### src/rtl/seq_pkg.sv
package seq_pkg;

  // cycles in one complete frame: every stage slot plus the trailing guard
  function automatic int unsigned frame_cycles(int unsigned stages, int unsigned gap);
    return stages * gap;
  endfunction

  // offset of a stage strobe from the start of its frame
  function automatic int unsigned strobe_offset(int unsigned stage, int unsigned gap);
    return stage * gap;
  endfunction

endpackage

### src/rtl/seq_tick_div.sv
module seq_tick_div #(
  parameter int unsigned GAP = 100
) (
  input  logic clk,
  input  logic rst_n,
  input  logic hold,
  output logic at_zero,
  output logic at_last
);
  localparam int unsigned W = (GAP > 1) ? $clog2(GAP) : 1;
  localparam logic [W-1:0] LAST = W'(GAP - 1);

  logic [W-1:0] cnt;

  always_ff @(posedge clk or negedge rst_n) begin
    if (!rst_n)            cnt <= '0;
    else if (hold)         cnt <= '0;
    else if (cnt == LAST)  cnt <= '0;
    else                   cnt <= cnt + W'(1);
  end

  assign at_zero = (cnt == '0);
  assign at_last = (cnt == LAST);

  // the divider must sit at zero whenever it has been held
  AST_TICK_HELD: assert property (@(posedge clk) disable iff (!rst_n)
    hold |=> at_zero);
endmodule

### src/rtl/seq_slot_ctr.sv
module seq_slot_ctr #(
  parameter int unsigned N  = 19,
  parameter int unsigned SW = $clog2(N)
) (
  input  logic          clk,
  input  logic          rst_n,
  input  logic          hold,
  input  logic          step,
  output logic [SW-1:0] slot,
  output logic          at_last
);
  localparam logic [SW-1:0] LAST = SW'(N - 1);

  always_ff @(posedge clk or negedge rst_n) begin
    if (!rst_n)      slot <= '0;
    else if (hold)   slot <= '0;
    else if (step)   slot <= (slot == LAST) ? '0 : slot + SW'(1);
  end

  assign at_last = (slot == LAST);

  // the slot index never leaves the stage range
  AST_SLOT_RANGE: assert property (@(posedge clk) disable iff (!rst_n)
    slot <= LAST);
endmodule

### src/rtl/seq_strobe_dec.sv
module seq_strobe_dec #(
  parameter int unsigned N  = 19,
  parameter int unsigned SW = $clog2(N)
) (
  input  logic          fire,
  input  logic [SW-1:0] slot,
  output logic [N-1:0]  strobes
);
  for (genvar g = 0; g < N; g++) begin : g_strobe
    assign strobes[g] = fire && (slot == SW'(g));
  end
endmodule

### src/rtl/stage_strobe_seq.sv
module stage_strobe_seq #(
  parameter int unsigned NUM_STAGES = 19,
  parameter int unsigned STAGE_GAP  = 100
) (
  input  logic                  clk,
  input  logic                  rst_n,
  input  logic                  run,
  output logic [NUM_STAGES-1:0] stage_en,
  output logic                  frame_start
);
  localparam int unsigned SW           = $clog2(NUM_STAGES);
  localparam int unsigned FRAME_CYCLES = seq_pkg::frame_cycles(NUM_STAGES, STAGE_GAP);
  localparam int unsigned GAPW         = $clog2(FRAME_CYCLES + 1);

  logic          active;
  logic          hold;
  logic          tick_zero;
  logic          tick_last;
  logic          slot_last;
  logic          launch;
  logic          frame_end;
  logic          fire;
  logic [SW-1:0] slot;

  assign hold = !active;

  seq_tick_div #(.GAP(STAGE_GAP)) u_tick (
    .clk     (clk),
    .rst_n   (rst_n),
    .hold    (hold),
    .at_zero (tick_zero),
    .at_last (tick_last)
  );

  seq_slot_ctr #(.N(NUM_STAGES), .SW(SW)) u_slot (
    .clk     (clk),
    .rst_n   (rst_n),
    .hold    (hold),
    .step    (tick_last),
    .slot    (slot),
    .at_last (slot_last)
  );

  assign fire = active && tick_zero;

  seq_strobe_dec #(.N(NUM_STAGES), .SW(SW)) u_dec (
    .fire    (fire),
    .slot    (slot),
    .strobes (stage_en)
  );

  assign frame_start = fire && (slot == '0);

  // run is consulted only from idle and at the final cycle of a frame
  assign launch    = !active && run;
  assign frame_end = active && tick_last && slot_last;

  always_ff @(posedge clk or negedge rst_n) begin
    if (!rst_n)         active <= 1'b0;
    else if (launch)    active <= 1'b1;
    else if (frame_end) active <= run;
  end

  // ---------------- assertion support: history of the last strobe ----------
  logic [GAPW-1:0] gap;
  logic [SW-1:0]   last_idx;
  logic [SW-1:0]   cur_idx;
  logic            last_valid;
  logic            any_strobe;

  always_comb begin
    cur_idx = '0;
    for (int i = 0; i < int'(NUM_STAGES); i++)
      if (stage_en[i]) cur_idx = SW'(i);
  end

  assign any_strobe = |stage_en;

  always_ff @(posedge clk or negedge rst_n) begin
    if (!rst_n) begin
      gap        <= '0;
      last_idx   <= '0;
      last_valid <= 1'b0;
    end else if (any_strobe) begin
      gap        <= GAPW'(1);
      last_idx   <= cur_idx;
      last_valid <= 1'b1;
    end else if (gap != GAPW'(FRAME_CYCLES)) begin
      gap <= gap + GAPW'(1);
    end
  end

  AST_ONE_STROBE: assert property (@(posedge clk) disable iff (!rst_n)
    $onehot0(stage_en));

  AST_IDLE_QUIET: assert property (@(posedge clk) disable iff (!rst_n)
    (!active && !run) |=> (stage_en == '0));

  AST_FRAME_MARK: assert property (@(posedge clk) disable iff (!rst_n)
    frame_start == stage_en[0]);

  AST_FRAME_GUARD: assert property (@(posedge clk) disable iff (!rst_n)
    (stage_en[0] && last_valid) |-> (last_idx == SW'(NUM_STAGES - 1) && gap >= GAPW'(STAGE_GAP)));

  for (genvar g = 0; g < NUM_STAGES; g++) begin : g_chk
    AST_STROBE_WIDTH: assert property (@(posedge clk) disable iff (!rst_n)
      stage_en[g] |=> !stage_en[g]);
    if (g > 0) begin : g_order
      AST_STROBE_ORDER: assert property (@(posedge clk) disable iff (!rst_n)
        stage_en[g] |-> (last_valid && last_idx == SW'(g - 1) && gap == GAPW'(STAGE_GAP)));
    end
  end
endmodule

### config.mk
export PLATFORM = sky130hd
export DESIGN_NAME = stage_strobe_seq
export DESIGN_NICKNAME = d
export VERILOG_FILES = /design/src/rtl/seq_pkg.sv /design/src/rtl/seq_tick_div.sv /design/src/rtl/seq_slot_ctr.sv /design/src/rtl/seq_strobe_dec.sv /design/src/rtl/stage_strobe_seq.sv
export SDC_FILE = /design/constraint.sdc
export NUM_CORES = 1
export LEC_CHECK = 0
export CAP_MARGIN = 10
export CORE_MARGIN = 1
export CORE_UTILIZATION = 43
export DETAILED_ROUTE_END_ITERATION = 16
export GPL_TIMING_DRIVEN = 0
export PLACE_DENSITY = 0.86
export SYNTH_ARGS = -nofsm -noshare
export SYNTH_HDL_FRONTEND = slang
export SYNTH_SLANG_ARGS = --single-unit
### constraint.sdc
create_clock -name clk -period 1.9 [get_ports clk]
set_input_delay 0.57 -clock clk [delete_from_list [all_inputs] [get_ports clk]]
set_output_delay 0.57 -clock clk [all_outputs]
set_load 0.02 [all_outputs]
==> flow_summary_export.csv, run 1 <==
group,metric,value,unit
run_status,outcome,"finished with violations",
run_status,violations,"setup timing",
sta,hold_viol,0,
grt,grt_pass1_wl,4126,µm
sta,tightest_slew,618.5,ps
synthesis,synth_nets,115,
synthesis,synth_seq_area_share,0.3641,
placement,place_inst,154,
route,wl_per_cell,16.21,µm
clocking,cts_buffer_depth,2,
setup_path,required,1330,ps
floorplan,ios,23,
setup_path,max_stage_delay,400,ps
cells_and_area,final_cell_count_no_fill,172,
sta,finalSetupTns,-8188,ps
setup_path,critPathArrivalTime,1810,ps
clocking,clk_pin_slew,80,ps
sta,finalWorstSetupSlack,-479.7,ps
grt,antenna_found_initial,0,
sta,maxSlewHeadroom,0.5833,
floorplan,dieWidth,47.58,µm
synthesis,yosys_warnings,0,
floorplan,core,1962,µm²
min_path,worst_hold_path_type,"reg2reg",
floorplan,dieHeight,47.58,µm
setup_path,critPathLaunchType,"register",
sta,whs,586.7,ps
setup_path,cp-end-kind,"primary output",
setup_path,crit_chain,"inv_1 > ha_1 > and4bb_4 > nand3_2 > nor3_1 > buf_2",
placement,dp_hpwl,1718,µm
sta,setup_viol,20,
setup_path,crit_fanout,5,
clocking,numCtsBuffers,3,
route,drt-pass1-iter-count,4,
floorplan,die_area,2264,µm²
sta,finalCriticalPeriod,2380,ps
grt,grt_pass1_vias,952,
route,drt_iter0_drc,12,
synthesis,synth_cell_types,30,
sta,min_period_over_period,1.252,
setup_path,cpMaxStageDelayCell,"dfrtp_1",
cells_and_area,area_delta_synth_final,66.25,%
placement,routabilityCongestion,0.8479,
clocking,insertion_delay,280,ps
sta,rsz0062_at_grt,"true",
clocking,postCtsHoldBufs,0,
clocking,cts.sinks,13,
sta,slew_violations,0,
cells_and_area,fillers,143,
synthesis,netlist_area,893.4,µm²
pwr,power,1.105,mW
synthesis,postSynthCellCount,105,
route,drt-total-wl,2788,µm
pwr,p_leak,0.5896,nW
grt,grt_overflow_total,0,
pwr,p_per_area,744.0,nW/µm²
cells_and_area,mostFrequentLayoutCell,"buf_4",
placement,portBuffers,22,
clocking,ctsHtreeMaxLevel,1,
route,vias,981,
cells_and_area,drive_gt1_frac,0.4828,
synthesis,ys_seq_elements,13,
clocking,root_buffer,"clkbuf_4",
route,viasPerCell,5.703,
setup_path,cpLargestDelayFamily,"simple AND/OR/NAND/NOR gates",
cells_and_area,layout_common_cells,"buf_4, dfrtp_1, buf_6",
cells_and_area,n_antenna_cell,0,
grt,track_usage,0.2610,
synthesis,synthTopCellsByArea,"dfrtp_1, ha_1, nor4_1",
setup_path,critical_path_buf_inv_count,2,
pwr,peakVddDrop,0.6604,mV
clocking,cts_tree,"yes",
run,maxCapViolCount,0,
cells_and_area,final_nets,156,
route,antenna_left,0,
setup_path,worstSetupPathType,"reg2out",
sta,finClkSkew,1.064,ps
floorplan,initial_core_util,0.4554,
synthesis,synth_area_per_cell,8.508,µm²
synthesis,synth_top_cell_area_share,0.3641,
grt,grt_max_degree,14,
sta,fmax,0.4202,GHz
synthesis,synth_top_area_cell,"dfrtp_1",
floorplan,num_rows,16,
route,drc,0,
-- flip-flops by register name, summed over array words and instances (netlist names) --
register / count
u_tick.cnt: 7
active: 1
u_slot.slot: 5
-- layout make-up --
class                      instances  area, µm²  area share
buffer                             4      37.54     0.02527
clock buffer                       4      26.28     0.01769
inverter                           7      26.28     0.01769
multi-input combinational         82      733.2      0.4937
sequential                        13      329.1      0.2216
tap                               27      33.78     0.02275
timing repair buffer              35      299.0      0.2013
-- what timing repair did --
action | 4_1_cts | 5_1_grt
gates resized for setup | 124 | 23
setup endpoints to repair | 20 | 26
setup buffers | 9 | 4
pin swaps | 12 | 0
cloned | 1 | 0
-- logic make-up after synthesis --
kind of cell,after synthesis,share of synthesized area
AO/OA/AOI/OAI,16,0.1092
flip-flops,13,0.3641
adder cells (fa/ha/maj),7,0.09803
AND/OR/NAND/NOR,55,0.3474
buffers and inverters,11,0.05183
XOR/XNOR,3,0.02942
-- final timing paths --
path,start,end,slack [ps],depth (start not counted)
min in group asynchronous,rst_n,u_tick.cnt[0]$_DFF_PN0_,650,1
max,u_tick.cnt[0]$_DFF_PN0_,stage_en[8],-480,6
min reg2reg,u_tick.cnt[0]$_DFF_PN0_,u_tick.cnt[0]$_DFF_PN0_,590,2
max in group asynchronous,rst_n,u_slot.slot[2]$_DFFE_PN0P_,840,1
min,u_tick.cnt[0]$_DFF_PN0_,u_tick.cnt[0]$_DFF_PN0_,590,2
max reg2reg,u_tick.cnt[0]$_DFF_PN0_,u_tick.cnt[2]$_DFF_PN0_,90,5
-- worst reg2reg max path, stage by stage (launching register included) --
cell	delay [ps]
dfrtp_1	380
buf_4	130
ha_1	220
nand3_1	240
o21ai_0	580
nor2_1	120
-- power breakdown --
part / total [mW] / switching, mW / internal (mW)
clock network: 0.172 / 0.0906 / 0.0816
logic: 0.477 / 0.260 / 0.217
registers: 0.456 / 0.104 / 0.352
total: 1.11 / 0.454 / 0.651
-- cell usage after synthesis, drive strengths merged --
cell type	count
dfrtp	13
nor3	10
nand2	8
nand3	8
nor4	8
ha	7
inv	7
nor2	6
o21ai	5
a21oi	4
a21boi	3
and3	3
nand4	3
or3	3
buf	2
clkbuf	2
o31ai	2
xor2	2
a21o	1
and2	1
and4bb	1
nand4b	1
nor4bb	1
o21a	1
or4	1
or4bb	1
xnor2	1
-- per-stage QoR --
stage	utilization	area, µm²	setup WS (ps)
2_1_floorplan	-	985.9	-191.3
6_report	0.7570	1485	-479.7
4_1_cts	0.6932	1360	-455.6
3_5_place_dp	0.6320	1240	-696.4
3_3_place_gp	0.6320	1240	-706.6
5_1_grt	0.7570	1485	-536.9
-- metal layers --
| metal | GRT usage | part of all wire |
|---|---|---|
| met1 | 0.2962 | 0.40 |
| met2 | 0.4712 | 0.54 |
| met3 | 0.02642 | 0.031 |
| met4 | 0.1556 | 0.024 |
| met5 | 0 | 0 |
(Power assumes the default switching activity.)
==> run 2, diff against run 1 <==
Settings changed: CORE_UTILIZATION 43 to 35, GPL_TIMING_DRIVEN 0 to not set, PLACE_DENSITY 0.86 to 0.74.
==> flow_summary_export.csv, run 2 (synthesized netlist as in run 1, its figures left out) <==
group,metric,value,unit
run_status,outcome,"finished with violations",
run_status,violations,"setup timing",
floorplan,dieWidth,52.52,µm
pwr,p_leak,0.6907,nW
floorplan,num_rows,17,
sta,finalWorstSetupSlack,-440.4,ps
placement,portBuffers,22,
route,antenna_left,0,
setup_path,critPathLaunchType,"register",
pwr,p_per_area,767.6,nW/µm²
setup_path,max_stage_delay,390,ps
sta,maxSlewHeadroom,0.6128,
floorplan,initial_core_util,0.3853,
cells_and_area,post-route-cell-area,1687,µm²
route,wl_per_cell,14.89,µm
placement,dp_hpwl,2018,µm
clocking,numCtsBuffers,3,
placement,postPlaceCellArea,1439,µm²
placement,dpl_worst_slack,-604.3,ps
clocking,cts_tree,"yes",
grt,use_met3,0.01159,
clocking,insertion_delay,280,ps
floorplan,core,2318,µm²
clocking,root_buffer,"clkbuf_4",
sta,finClkSkew,2.213,ps
sta,rsz0062_at_grt,"true",
floorplan,die_area,2758,µm²
grt,top_usage_layer,"met2",
floorplan,dieHeight,52.52,µm
grt,use_met2,0.4641,
setup_path,cp-end-kind,"primary output",
route,drt_iter0_drc,26,
grt,track_usage,0.2360,
setup_path,crit_chain,"inv_2 > ha_4 > and4bb_4 > nand4b_1 > buf_6 > nor3_4 > buf_6",
cells_and_area,fin_util,0.7275,
route,vias,1093,
sta,setup_viol,20,
grt,grt_pass1_wl,4726,µm
sta,min_period_over_period,1.232,
clocking,cts_buffer_depth,2,
placement,routabilityCongestion,0.8405,
sta,finalSetupTns,-6835,ps
cells_and_area,mostFrequentLayoutCell,"buf_4",
grt,grt_max_degree,14,
grt,use_met1,0.2450,
cells_and_area,largestRegisters,"u_tick.cnt (7), u_slot.slot (5), active (1)",
grt,grt_pass1_vias,1110,
setup_path,path_common_cell,"buf_6",
sta,finalCriticalPeriod,2340,ps
setup_path,required,1330,ps
setup_path,critPathArrivalTime,1770,ps
clocking,ctsHtreeMaxLevel,1,
cells_and_area,multiInputGateArea,774.5,µm²
cells_and_area,final_cell_count_no_fill,195,
route,viasPerCell,5.605,
cells_and_area,final_nets,178,
sta,slew_violations,0,
sta,hold_viol,0,
grt,grt_overflow_total,0,
cells_and_area,drive_gt1_frac,0.5569,
clocking,postCtsHoldBufs,0,
min_path,worst_hold_path_type,"reg2reg",
run,maxCapViolCount,0,
route,drc,0,
floorplan,ios,23,
pwr,peakVddDrop,0.7314,mV
setup_path,crit_fanout,5,
pwr,power,1.295,mW
cells_and_area,regArea,325.3,µm²
clocking,cts.sinks,13,
route,drt-pass1-iter-count,4,
grt,antenna_found_initial,0,
setup_path,worstSetupPathType,"reg2out",
sta,fmax,0.4273,GHz
placement,place_inst,180,
setup_path,cpMaxStageDelayCell,"dfrtp_1",
cells_and_area,largest_register,"u_tick.cnt",
sta,whs,557.8,ps
route,drt-total-wl,2904,µm
clocking,clk_pin_slew,80,ps
cells_and_area,largest_reg_flops,7,
sta,tightest_slew,579.0,ps
cells_and_area,fillers,173,
cells_and_area,n_antenna_cell,0,
cells_and_area,layout_common_cells,"buf_4, dfrtp_1, buf_6",
cells_and_area,area_delta_synth_final,88.80,%
run 2: cell count changes in the layout (fill, tap and decap cells not counted), moves of 2 or more:
| cell | previous run | this run |
|---|---|---|
| and3_1 | 3 | 1 |
| and3_4 | 0 | 2 |
| buf_4 | 24 | 46 |
| buf_6 | 9 | 11 |
| dfrtp_1 | 10 | 13 |
| dfrtp_2 | 3 | 0 |
| nand2_4 | 2 | 0 |
| nand2_8 | 0 | 2 |
run 2: final timing paths:
kind	slack, ps	to	cells past startpoint	start
setup / recovery	-440	stage_en[5]	7	u_tick.cnt[0]$_DFF_PN0_
hold / removal	560	u_tick.cnt[0]$_DFF_PN0_	2	u_tick.cnt[0]$_DFF_PN0_
setup reg to reg	180	u_slot.slot[3]$_DFFE_PN0P_	4	u_tick.cnt[3]$_DFF_PN0_
hold reg to reg	560	u_tick.cnt[0]$_DFF_PN0_	2	u_tick.cnt[0]$_DFF_PN0_
max in group asynchronous	870	u_slot.slot[0]$_DFFE_PN0P_	1	rst_n
min in group asynchronous	650	u_tick.cnt[4]$_DFF_PN0_	1	rst_n
run 2: where the power goes:
group,total (mW),internal (mW),switching (mW)
Combinational,0.702,0.340,0.363
Sequential,0.420,0.352,0.0673
Clock,0.173,0.0816,0.0911
run 2: per-layer routing:
| metal | vias to the layer above | share of wire |
|---|---|---|
| li1 | 514 | - |
| met1 | 529 | 0.39 |
| met2 | 44 | 0.53 |
| met3 | 6 | 0.049 |
| met4 | 0 | 0.024 |
| met5 | - | 0 |
run 2: timing repair:
action / 4_1_cts / 5_1_grt
cloned: 1 / 0
setup endpoints to repair: 20 / 20
gates resized for setup: 124 / 25
buffers inserted: 6 / 5
pin swaps: 11 / 3
run 2: layout make-up:
| cell class | count | area share |
|---|---|---|
| multi-input cells | 82 | 0.4592 |
| repair buffers | 61 | 0.2960 |
| flip-flops and latches | 13 | 0.1929 |
| well taps | 28 | 0.02077 |
| clock buffers | 4 | 0.01558 |
| inverters | 7 | 0.01558 |
run 2: worst max-delay path, delay by kind of cell, from the launching register on:
family	cells	cell delay, ps
AND/OR/NAND/NOR	3	580
buffers and inverters	3	390
flip-flops	1	390
adder cells (fa/ha/maj)	1	130
